### config.mk
export PLATFORM = sky130hd
export DESIGN_NAME = osr_receiver
export DESIGN_NICKNAME = d
export VERILOG_FILES = /design/src/rtl/osr_pkg.sv /design/src/rtl/osr_rx_sampler.sv /design/src/rtl/osr_rx_fifo.sv /design/src/rtl/osr_rx_status.sv /design/src/rtl/osr_receiver.sv
export SDC_FILE = /design/constraint.sdc
export NUM_CORES = 1
export LEC_CHECK = 0
export ABC_AREA = 1
export BUFFER_PORTS_ARGS = -buffer_cell sky130_fd_sc_hd__buf_2
export CAP_MARGIN = 20
export CELL_PAD_IN_SITES_DETAIL_PLACEMENT = 2
export CELL_PAD_IN_SITES_GLOBAL_PLACEMENT = 2
export CORE_UTILIZATION = 37
export DETAILED_ROUTE_END_ITERATION = 8
export GPL_TIMING_DRIVEN = 0
export PLACE_DENSITY_LB_ADDON = 0.1
export SYNTH_ARGS = -nofsm -noshare
export SYNTH_HDL_FRONTEND = slang
export SYNTH_SLANG_ARGS = --single-unit
### constraint.sdc
create_clock -name clk -period 2.48 [get_ports clk]
set_clock_uncertainty 0.15 [all_clocks]
set_input_delay 0.372 -clock clk [delete_from_list [all_inputs] [get_ports clk]]
set_output_delay 0.372 -clock clk [all_outputs]
set_load 0.01 [all_outputs]
### src/rtl/osr_pkg.sv
// Shared types for the oversampling receiver.
// Assumes: data bytes are at most 8 bits wide.
package osr_pkg;

    // One stored frame: data plus its own error flags
    typedef struct packed {
        logic [7:0] data;
        logic       pe;
        logic       fe;
        logic       bi;
    } rx_entry_t;

    typedef enum logic [2:0] {
        S_WAITHI,
        S_IDLE,
        S_START,
        S_DATA,
        S_PAR,
        S_STOP
    } rx_state_t;

    function automatic logic has_flag(input rx_entry_t e);
        return e.pe | e.fe | e.bi;
    endfunction

endpackage

### src/rtl/osr_rx_sampler.sv
// Frame sampler: synchronises the line and validates the start bit.
// It samples every later bit at its centre and emits one entry per frame.
// Assumes: tick is a one-cycle enable at OVS times the baud rate, and
// SYNC_STAGES >= 2.
module osr_rx_sampler
    import osr_pkg::*;
#(
    parameter int OVS         = 16,
    parameter int SYNC_STAGES = 2
) (
    input  logic       clk,
    input  logic       rst_n,
    input  logic       tick,
    input  logic       rxd,
    input  logic [1:0] cfg_len,
    input  logic       par_en,
    input  logic       par_even,
    input  logic       par_stick,
    output logic       push,
    output rx_entry_t  push_entry
);
    localparam int CW   = $clog2(OVS);
    localparam int HALF = OVS / 2;

    logic [SYNC_STAGES-1:0] sync_q;
    logic                   line;
    rx_state_t              state;
    logic [CW-1:0]          cnt;
    logic [2:0]             bidx;
    logic [2:0]             last_idx;
    logic [7:0]             shreg;
    logic                   par_q;
    logic                   exp_par;
    logic                   push_q;
    rx_entry_t              entry_q;

    // Bring the asynchronous line into the clock domain
    always_ff @(posedge clk) begin
        if (!rst_n) sync_q <= '1;
        else        sync_q <= {sync_q[SYNC_STAGES-2:0], rxd};
    end

    assign line     = sync_q[SYNC_STAGES-1];
    assign last_idx = {1'b0, cfg_len} + 3'd4;

    // Parity bit the configured mode demands for the collected data
    always_comb begin
        if (par_stick)     exp_par = ~par_even;
        else if (par_even) exp_par = ^shreg;
        else               exp_par = ~^shreg;
    end

    // Frame state machine, advanced on each oversampling tick
    always_ff @(posedge clk) begin
        if (!rst_n) begin
            state   <= S_WAITHI;
            cnt     <= '0;
            bidx    <= '0;
            shreg   <= '0;
            par_q   <= 1'b0;
            push_q  <= 1'b0;
            entry_q <= '0;
        end else begin
            push_q <= 1'b0;
            if (tick) begin
                case (state)
                    S_WAITHI: if (line) state <= S_IDLE;
                    S_IDLE: begin
                        if (!line) begin
                            state <= S_START;
                            cnt   <= '0;
                        end
                    end
                    S_START: begin
                        if (cnt == CW'(HALF - 1)) begin
                            cnt <= '0;
                            if (!line) begin
                                state <= S_DATA;
                                bidx  <= '0;
                                shreg <= '0;
                            end else begin
                                state <= S_IDLE;
                            end
                        end else begin
                            cnt <= cnt + 1'b1;
                        end
                    end
                    S_DATA: begin
                        if (cnt == CW'(OVS - 1)) begin
                            cnt         <= '0;
                            shreg[bidx] <= line;
                            if (bidx == last_idx) state <= par_en ? S_PAR : S_STOP;
                            else                  bidx  <= bidx + 1'b1;
                        end else begin
                            cnt <= cnt + 1'b1;
                        end
                    end
                    S_PAR: begin
                        if (cnt == CW'(OVS - 1)) begin
                            cnt   <= '0;
                            par_q <= line;
                            state <= S_STOP;
                        end else begin
                            cnt <= cnt + 1'b1;
                        end
                    end
                    S_STOP: begin
                        if (cnt == CW'(OVS - 1)) begin
                            cnt          <= '0;
                            push_q       <= 1'b1;
                            entry_q.data <= shreg;
                            entry_q.pe   <= par_en && (par_q != exp_par);
                            entry_q.fe   <= ~line;
                            entry_q.bi   <= ~line && (shreg == 8'h00) && (!par_en || !par_q);
                            state        <= line ? S_IDLE : S_WAITHI;
                        end else begin
                            cnt <= cnt + 1'b1;
                        end
                    end
                    default: state <= S_WAITHI;
                endcase
            end
        end
    end

    assign push       = push_q;
    assign push_entry = entry_q;

endmodule

### src/rtl/osr_rx_fifo.sv
// Receive FIFO of entries that carry their own flags.
// It drops a push that finds the FIFO full unless a pop frees a slot
// in the same cycle.
// Assumes: DEPTH is a power of two, and clr has priority over push and pop.
module osr_rx_fifo
    import osr_pkg::*;
#(
    parameter int DEPTH = 16
) (
    input  logic                       clk,
    input  logic                       rst_n,
    input  logic                       clr,
    input  logic                       push,
    input  rx_entry_t                  push_entry,
    input  logic                       pop,
    output rx_entry_t                  head,
    output logic [$clog2(DEPTH+1)-1:0] count,
    output logic                       push_ok,
    output logic                       pop_ok,
    output logic                       drop
);
    localparam int AW = $clog2(DEPTH);
    localparam int CW = $clog2(DEPTH + 1);

    rx_entry_t      mem [DEPTH];
    logic [AW-1:0]  wr_ptr;
    logic [AW-1:0]  rd_ptr;

    assign pop_ok  = pop && (count != '0);
    assign push_ok = push && ((count != CW'(DEPTH)) || pop_ok);
    assign drop    = push && !push_ok;
    assign head    = mem[rd_ptr];

    // Storage write
    always_ff @(posedge clk) begin
        if (push_ok && !clr) mem[wr_ptr] <= push_entry;
    end

    // Pointer and fill bookkeeping
    always_ff @(posedge clk) begin
        if (!rst_n || clr) begin
            wr_ptr <= '0;
            rd_ptr <= '0;
            count  <= '0;
        end else begin
            if (push_ok) wr_ptr <= wr_ptr + 1'b1;
            if (pop_ok)  rd_ptr <= rd_ptr + 1'b1;
            count <= count + CW'(push_ok) - CW'(pop_ok);
        end
    end

endmodule

### src/rtl/osr_rx_status.sv
// Status logic: sticky overrun, the count of flagged entries and the
// trigger-level compare.
// Assumes: push_ok/pop_ok/drop come from the FIFO in the same cycle.
module osr_rx_status
    import osr_pkg::*;
#(
    parameter int DEPTH = 16
) (
    input  logic                       clk,
    input  logic                       rst_n,
    input  logic                       clr,
    input  logic                       push_ok,
    input  logic                       pop_ok,
    input  logic                       drop,
    input  rx_entry_t                  push_entry,
    input  rx_entry_t                  head,
    input  logic [$clog2(DEPTH+1)-1:0] count,
    input  logic [1:0]                 trig_sel,
    output logic                       overrun,
    output logic                       fifo_err,
    output logic                       ready
);
    localparam int CW = $clog2(DEPTH + 1);

    logic [CW-1:0] err_cnt;
    logic [CW-1:0] level;

    // Sticky overrun: set by a dropped frame, cleared by a pop or a clear
    always_ff @(posedge clk) begin
        if (!rst_n || clr)  overrun <= 1'b0;
        else if (drop)      overrun <= 1'b1;
        else if (pop_ok)    overrun <= 1'b0;
    end

    // Number of stored entries that carry any flag
    always_ff @(posedge clk) begin
        if (!rst_n || clr) err_cnt <= '0;
        else err_cnt <= err_cnt + CW'(push_ok && has_flag(push_entry))
                                - CW'(pop_ok && has_flag(head));
    end

    // Trigger level decode
    always_comb begin
        case (trig_sel)
            2'b00:   level = CW'(1);
            2'b01:   level = CW'(4);
            2'b10:   level = CW'(8);
            default: level = CW'(14);
        endcase
    end

    assign fifo_err = (err_cnt != '0);
    assign ready    = (count >= level);

endmodule

### src/rtl/osr_receiver.sv
// Top of the oversampling serial receiver: sampler, flag-carrying FIFO
// and status logic.
// Assumes: configuration inputs are static while a frame is in flight.
module osr_receiver
    import osr_pkg::*;
#(
    parameter int DEPTH       = 16,
    parameter int OVS         = 16,
    parameter int SYNC_STAGES = 2
) (
    input  logic       clk,
    input  logic       rst_n,
    input  logic       tick16,
    input  logic       rxd,
    input  logic [1:0] cfg_len,
    input  logic       cfg_par_en,
    input  logic       cfg_par_even,
    input  logic       cfg_par_stick,
    input  logic [1:0] cfg_trig,
    input  logic       fifo_clr,
    input  logic       pop,
    output logic [7:0] rd_data,
    output logic       st_dr,
    output logic       st_oe,
    output logic       st_pe,
    output logic       st_fe,
    output logic       st_bi,
    output logic       st_fifo_err,
    output logic       rx_ready
);
    localparam int CW = $clog2(DEPTH + 1);

    logic          push;
    rx_entry_t     push_entry;
    rx_entry_t     head;
    logic [CW-1:0] fifo_fill;
    logic          push_ok;
    logic          pop_ok;
    logic          drop;

    osr_rx_sampler #(.OVS(OVS), .SYNC_STAGES(SYNC_STAGES)) u_sampler (
        .clk        (clk),
        .rst_n      (rst_n),
        .tick       (tick16),
        .rxd        (rxd),
        .cfg_len    (cfg_len),
        .par_en     (cfg_par_en),
        .par_even   (cfg_par_even),
        .par_stick  (cfg_par_stick),
        .push       (push),
        .push_entry (push_entry)
    );

    osr_rx_fifo #(.DEPTH(DEPTH)) u_fifo (
        .clk        (clk),
        .rst_n      (rst_n),
        .clr        (fifo_clr),
        .push       (push),
        .push_entry (push_entry),
        .pop        (pop),
        .head       (head),
        .count      (fifo_fill),
        .push_ok    (push_ok),
        .pop_ok     (pop_ok),
        .drop       (drop)
    );

    osr_rx_status #(.DEPTH(DEPTH)) u_status (
        .clk        (clk),
        .rst_n      (rst_n),
        .clr        (fifo_clr),
        .push_ok    (push_ok),
        .pop_ok     (pop_ok),
        .drop       (drop),
        .push_entry (push_entry),
        .head       (head),
        .count      (fifo_fill),
        .trig_sel   (cfg_trig),
        .overrun    (st_oe),
        .fifo_err   (st_fifo_err),
        .ready      (rx_ready)
    );

    // Head view, forced to zero while nothing is stored
    assign st_dr   = (fifo_fill != '0);
    assign rd_data = st_dr ? head.data : 8'h00;
    assign st_pe   = st_dr & head.pe;
    assign st_fe   = st_dr & head.fe;
    assign st_bi   = st_dr & head.bi;

endmodule

# [After elaboration in Yosys (flattened, before gate mapping)]
# Memories as Yosys holds them, arrays and structs flattened. A register that Yosys moved wholly into a read port is not among the register bits.
# Cells that the tools add are included.
[totals] ram_bits=176 inputBits=13 ff_bits=52 memories=1
[memory_table] name="u_fifo.mem" words=16 word_bits=11 read_ports=1 rd_ports_with_merged_regs=1 write_ports=1 line_no="osr_rx_fifo.sv:25" rtl="rx_entry_t mem [DEPTH];"
[op_classes] n_eq_ne=21 n_addsub=9 magnitude_cmp=3 n_reduce_logical=36 n_bitwise=9 muxes=38
[op_table] cell="3-bit two-way mux" n=11
[op_table] cell="8-bit two-way mux" n=4
[op_table] cell="4-bit case mux with 3 select lines" n=2
[op_table] cell="4-bit two-way mux" n=5
[op_table] cell="3-bit case mux with 6 select lines" n=1
[op_table] cell="8-bit case mux with 2 select lines" n=1
[op_table] cell="4-bit by 1-bit adder with 4-bit output, second input constant" n=3
[op_table] cell="2-bit by 1-bit inequality test with 1-bit output, second input constant" n=6
[op_table] cell="3-bit AND reduction" n=4
[op_table] cell="5-bit by 1-bit adder with 5-bit output" n=2
[op_table] cell="1-bit logical AND" n=10
[op_table] cell="1-bit two-way mux" n=10
[op_table] cell="5-bit nonzero test" n=2
[op_table] cell="5-bit by 1-bit subtractor with 5-bit output" n=2
[op_table] cell="8-bit bitwise mux" n=1
[op_table] cell="8-bit logical NOT" n=1
[op_table] cell="8-bit AND reduction" n=1
[op_table] cell="8-bit XNOR reduction" n=1
[op_table] cell="8-bit XOR reduction" n=1
[op_table] cell="3-bit by 2-bit == test with 1-bit output, second input constant" n=2
[op_table] cell="3-bit == test, second input constant" n=2
[op_table] cell="2-bit inequality test, second input constant" n=3
[op_table] cell="3-bit case mux with 2 select lines" n=1
[op_table] cell="6-bit AND reduction" n=1
[op_table] cell="other kinds (26)" n=39

# [Longest topological paths before layout]
[logic_depth] word_depth=7 ltp_mapped=20 mapped_depth_nobuf=18

# [Modules after synthesis]
# Synthesis repeated with hierarchy kept, for this count alone.
[hier_totals] cells_unflattened=1246 hier_area_um2=11046.8
[modules_own_cells] module="osr_rx_fifo" area_each_um2=8508.2 n_inst=1 cells_each=854
[modules_own_cells] module="osr_rx_sampler" area_each_um2=1899.3 n_inst=1 cells_each=289
[modules_own_cells] module="osr_rx_status" area_each_um2=521.8 n_inst=1 cells_each=76
[modules_own_cells] module="osr_receiver" area_each_um2=117.6 n_inst=1 cells_each=27

# [Worst setup path before layout]
# No wires, ideal clock.
[synth_timing] kind="register to register" start="register with a tool-made name" end="register u_status.err_cnt[4]" stages_incl_launch_ff=20 required_time_ps=2260 slack_ps=-228 arrival_ps=2488 period_less_slack_ps=2708 cell_sequence="dfxtp_1 > buf_2 > inv_2 > buf_2 > nand2_1 > nand3_1 > nand3_1 > nand3_1 > nand2_1 > nor2_1 > a21oi_1 > ha_1 > inv_1 > ha_1 > fa_1 > nand2_1 > a21oi_1 > nor2_1 > o21ai_0 > a21oi_1"
[synth_lines] element="end signal: assignment" line_no="osr_rx_status.sv:38" rtl="else err_cnt <= err_cnt + CW'(push_ok && has_flag(push_entry))"
[synth_lines] element="end: declaration" line_no="osr_rx_status.sv:25" rtl="logic [CW-1:0] err_cnt;"

==> impl_metrics.ini <==
[status]
status = complete, but fails checks
violations = negative setup slack

[synthesis]
synthXorXnorAreaFrac = 0.007793
ys_seq_area_frac = 0.6333
synthCells = 992
synth_fa_ha_area_frac = 0.03736
ys.warnings.count = 0
syn-cell-area_um2 = 10110
yosys.area_share.simple = 0.1689
synth-async-reset-ratio = 0
synth_edf_count = 176
syn_area_per_cell_um2 = 10.20
ys_ff_latch = 232
synthMuxAreaShare = 0
synthDistinctLibCells = 38
synth_top_family_by_area = simple AND/OR/NAND/NOR gates
syn_nets = 1034
yosys_most_used_dff = edfxtp_1
synth_compound_area_frac = 0.09723

[cells_and_area]
final_cell_mix = 176 x edfxtp_1, 158 x nand2_1, 113 x nor2_1
fin_nets = 1144
final_layout_size_suffix_gt1_frac = 0.2558
syn_to_final_growth_pct = 27.18
diodes = 0
fin_area_um2 = 12860
final_common_cell = edfxtp_1
utilization = 0.4786
num-fill-cells = 2745

[floorplan]
die_w_um = 167.3
ios = 28
die-area_um2 = 28000
initial_core_util = 0.3764
die_h_um = 167.3
num_rows = 60
core_area_um2 = 26880

[setup_path]
critical_path_peak_fanout = 6
worstPathArrival_ns = 3.37
worstSetupPathType = reg2reg
crit_family = simple AND/OR/NAND/NOR gates
crit_path_top_delay_cell = dfxtp_4
path_buf_inv = 3
crit_path_start_kind = flip-flop
crit_required_ns = 2.81
cp_cell_sequence = buf_6, buf_8, nor2_1, nor2_1, o21ai_2, nand3_2, nand3_2, nand2_2, nor2_4, a21oi_2, ha_4, inv_2, ha_4, fa_2, nand2_2, a21oi_2, nor2_2, o21ai_1, a21oi_1
critPathMaxStageDelay_ns = 0.36
end_kind = flip-flop

[cts]
cts_buffers = 28
htreeDepth = 1
clockBufferDepth = 3
clkLatencyLatePin_ns = 0.55
cts_sinks = 232
path_clk_slew_ns = 0.06
cts-root-buf = clkbuf_16
cts_tree = yes

[global_route]
use_met1 = 0.2924
overflow = 0
grt_pass1_wl_mm = 49.85
grt_max_degree = 19
met2_usage = 0.4286
antenna_found_initial = 0
globalRoute.busiestLayer = met2
grt_pass1_vias = 8397
use_met3 = 0.02978
grt.total_usage = 0.2376

[power_and_ir_drop]
power.leakage_nw = 4.926
vdd_drop_max_uv = 542.2
powerDensity_nw_per_um2 = 925.7

[sta]
fmax_mhz = 329.4
finalCritPeriodShare = 1.224
setup_violations = 16
drv_slew = 0
tightest_slew_ns = 0.8336
finalCriticalPeriod_ns = 3.036
rsz0062_at_grt = true
relSlewSlack = 0.4435
hold_viol = 0
finalWorstSetupSlack_ns = -0.5556

[routing]
drc = 0
wl_per_cell_um = 24.39
via_count = 7847
drtAntennaViolNets = 0
dr.pass1.iters = 4
dr.first_iter.drc_count = 473
routed_wl_mm = 35.69
vias_per_cell = 5.364

[hold_path]
worstHoldPathType = in2reg

[placement]
placed_area_um2 = 10940
io_buffers = 27
routabilityCongestion = 0.7773
post-place-ws_ns = -0.9558
dp_hpwl_mm = 22.32

[job]
cap_violations = 0
state kept, by name, indices dropped and copies added (netlist names), 3 cells and up, named ones only:
register              cells
u_sampler.bidx            3
u_fifo.count              5
u_sampler.cnt             4
u_sampler.state           3
u_sampler.shreg           8
u_status.err_cnt          5
u_sampler.push_entry     11
u_fifo.rd_ptr             4
u_fifo.mem              176
u_fifo.wr_ptr             4
synth_stat cells, types with 2 or more instances:
library cell	n	area, um^2
a21oi_1	65	325.3
a31oi_1	2	12.51
buf_1	2	7.510
buf_2	19	95.09
buf_4	2	15.01
clkbuf_1	18	67.56
dfxtp_1	56	1121
edfxtp_1	176	5285
fa_1	2	40.04
ha_1	27	337.8
inv_1	82	307.8
inv_2	14	52.55
nand2_1	180	675.7
nand2_2	3	18.77
nand3_1	65	325.3
nand3_2	2	20.02
nand4_1	2	12.51
nor2_1	126	473.0
nor2_2	3	18.77
nor3_1	17	85.08
nor3_4	2	32.53
o211ai_1	10	75.07
o21ai_0	65	325.3
o21ai_1	15	75.07
o221ai_1	9	78.83
o31ai_1	8	60.06
or2_2	2	12.51
xnor2_1	5	43.79
xor2_1	4	35.03
worst reg2reg max path, stage by stage, from the launching register on:
cell	delay, ns
dfxtp_4	0.36
buf_6	0.15
buf_8	0.14
nor2_1	0.13
nor2_1	0.09
o21ai_2	0.09
nand3_2	0.14
nand3_2	0.11
nand2_2	0.07
nor2_4	0.13
a21oi_2	0.10
ha_4	0.27
inv_2	0.04
ha_4	0.17
fa_2	0.35
nand2_2	0.07
a21oi_2	0.05
nor2_2	0.15
o21ai_1	0.09
a21oi_1	0.14
final cells by class:
type | instances | area [um^2] | share of cell area
Multi-Input combinational cell | 621 | 3664 | 0.2848
Inverter | 97 | 380.4 | 0.02957
Clock buffer | 40 | 785.8 | 0.06108
Clock inverter | 10 | 133.9 | 0.01041
Tap cell | 341 | 426.7 | 0.03317
Timing Repair Buffer | 82 | 724.4 | 0.05632
Buffer | 40 | 331.6 | 0.02578
Sequential cell | 232 | 6417 | 0.4989
power by group:
group / leakage [nW] / switching (W) / total, W / internal, W
Clock: 0.443 / 0.00165 / 0.00415 / 0.00250
Combinational: 2.51 / 0.00211 / 0.00340 / 0.00129
Sequential: 1.97 / 0.000130 / 0.00436 / 0.00423
Total: 4.93 / 0.00388 / 0.0119 / 0.00802
cells by family (layout without fill, tap and decap cells):
logic type               after synthesis  after routing
adder cells (fa/ha/maj)               29             29
AO/OA/AOI/OAI                        178            178
buffers and inverters                139            269
flip-flops                           232            232
XOR/XNOR                               9              9
AND/OR/NAND/NOR                      405            405
per-stage QoR:
| stage | hold slack (ns) | total power, W | setup TNS [ns] | instances |
|---|---|---|---|---|
| 2_1_floorplan | 0.2425 | 0.006088 | -0.03898 | 992 |
| 3_5_place_dp | 0.2540 | 0.006994 | -13.45 | 1376 |
| 5_1_grt | 0.03249 | 0.01243 | -7.784 | 1463 |
| 6_report | 0.003822 | 0.01191 | -5.918 | 1463 |
| 4_1_cts | 0.008674 | 0.01136 | -5.212 | 1436 |
| 3_3_place_gp | 0.2449 | 0.006886 | -145.81 | 1360 |
worst paths after layout:
check	from	end	slack, ns	cells after the start
setup / recovery	flip-flop	u_status.err_cnt[4]	-0.56	19
hold / removal	cfg_par_en	u_sampler.push_entry[0]	0.004	4
setup reg to reg	flip-flop	u_status.err_cnt[4]	-0.56	19
hold reg to reg	u_sampler.sync_q[0]	u_sampler.sync_q[1]	0.26	1
metal layers:
metal  vias up  wire [um]
li1       3616          -
met1      3996      14780
met2       160      18710
met3        75       1079
met4         0       1114
met5         -          0
what timing repair did:
action / in CTS / in global routing
gates cloned: 1 / 3
setup endpoints to repair: 136 / 135
resized for setup: 78 / 121
hold buffers: 2 / 0
endpoints found under the hold margin: 4 / 0
pin swaps: 15 / 36
setup buffers: 7 / 26
Note: power is estimated with default switching activity, not from simulation.
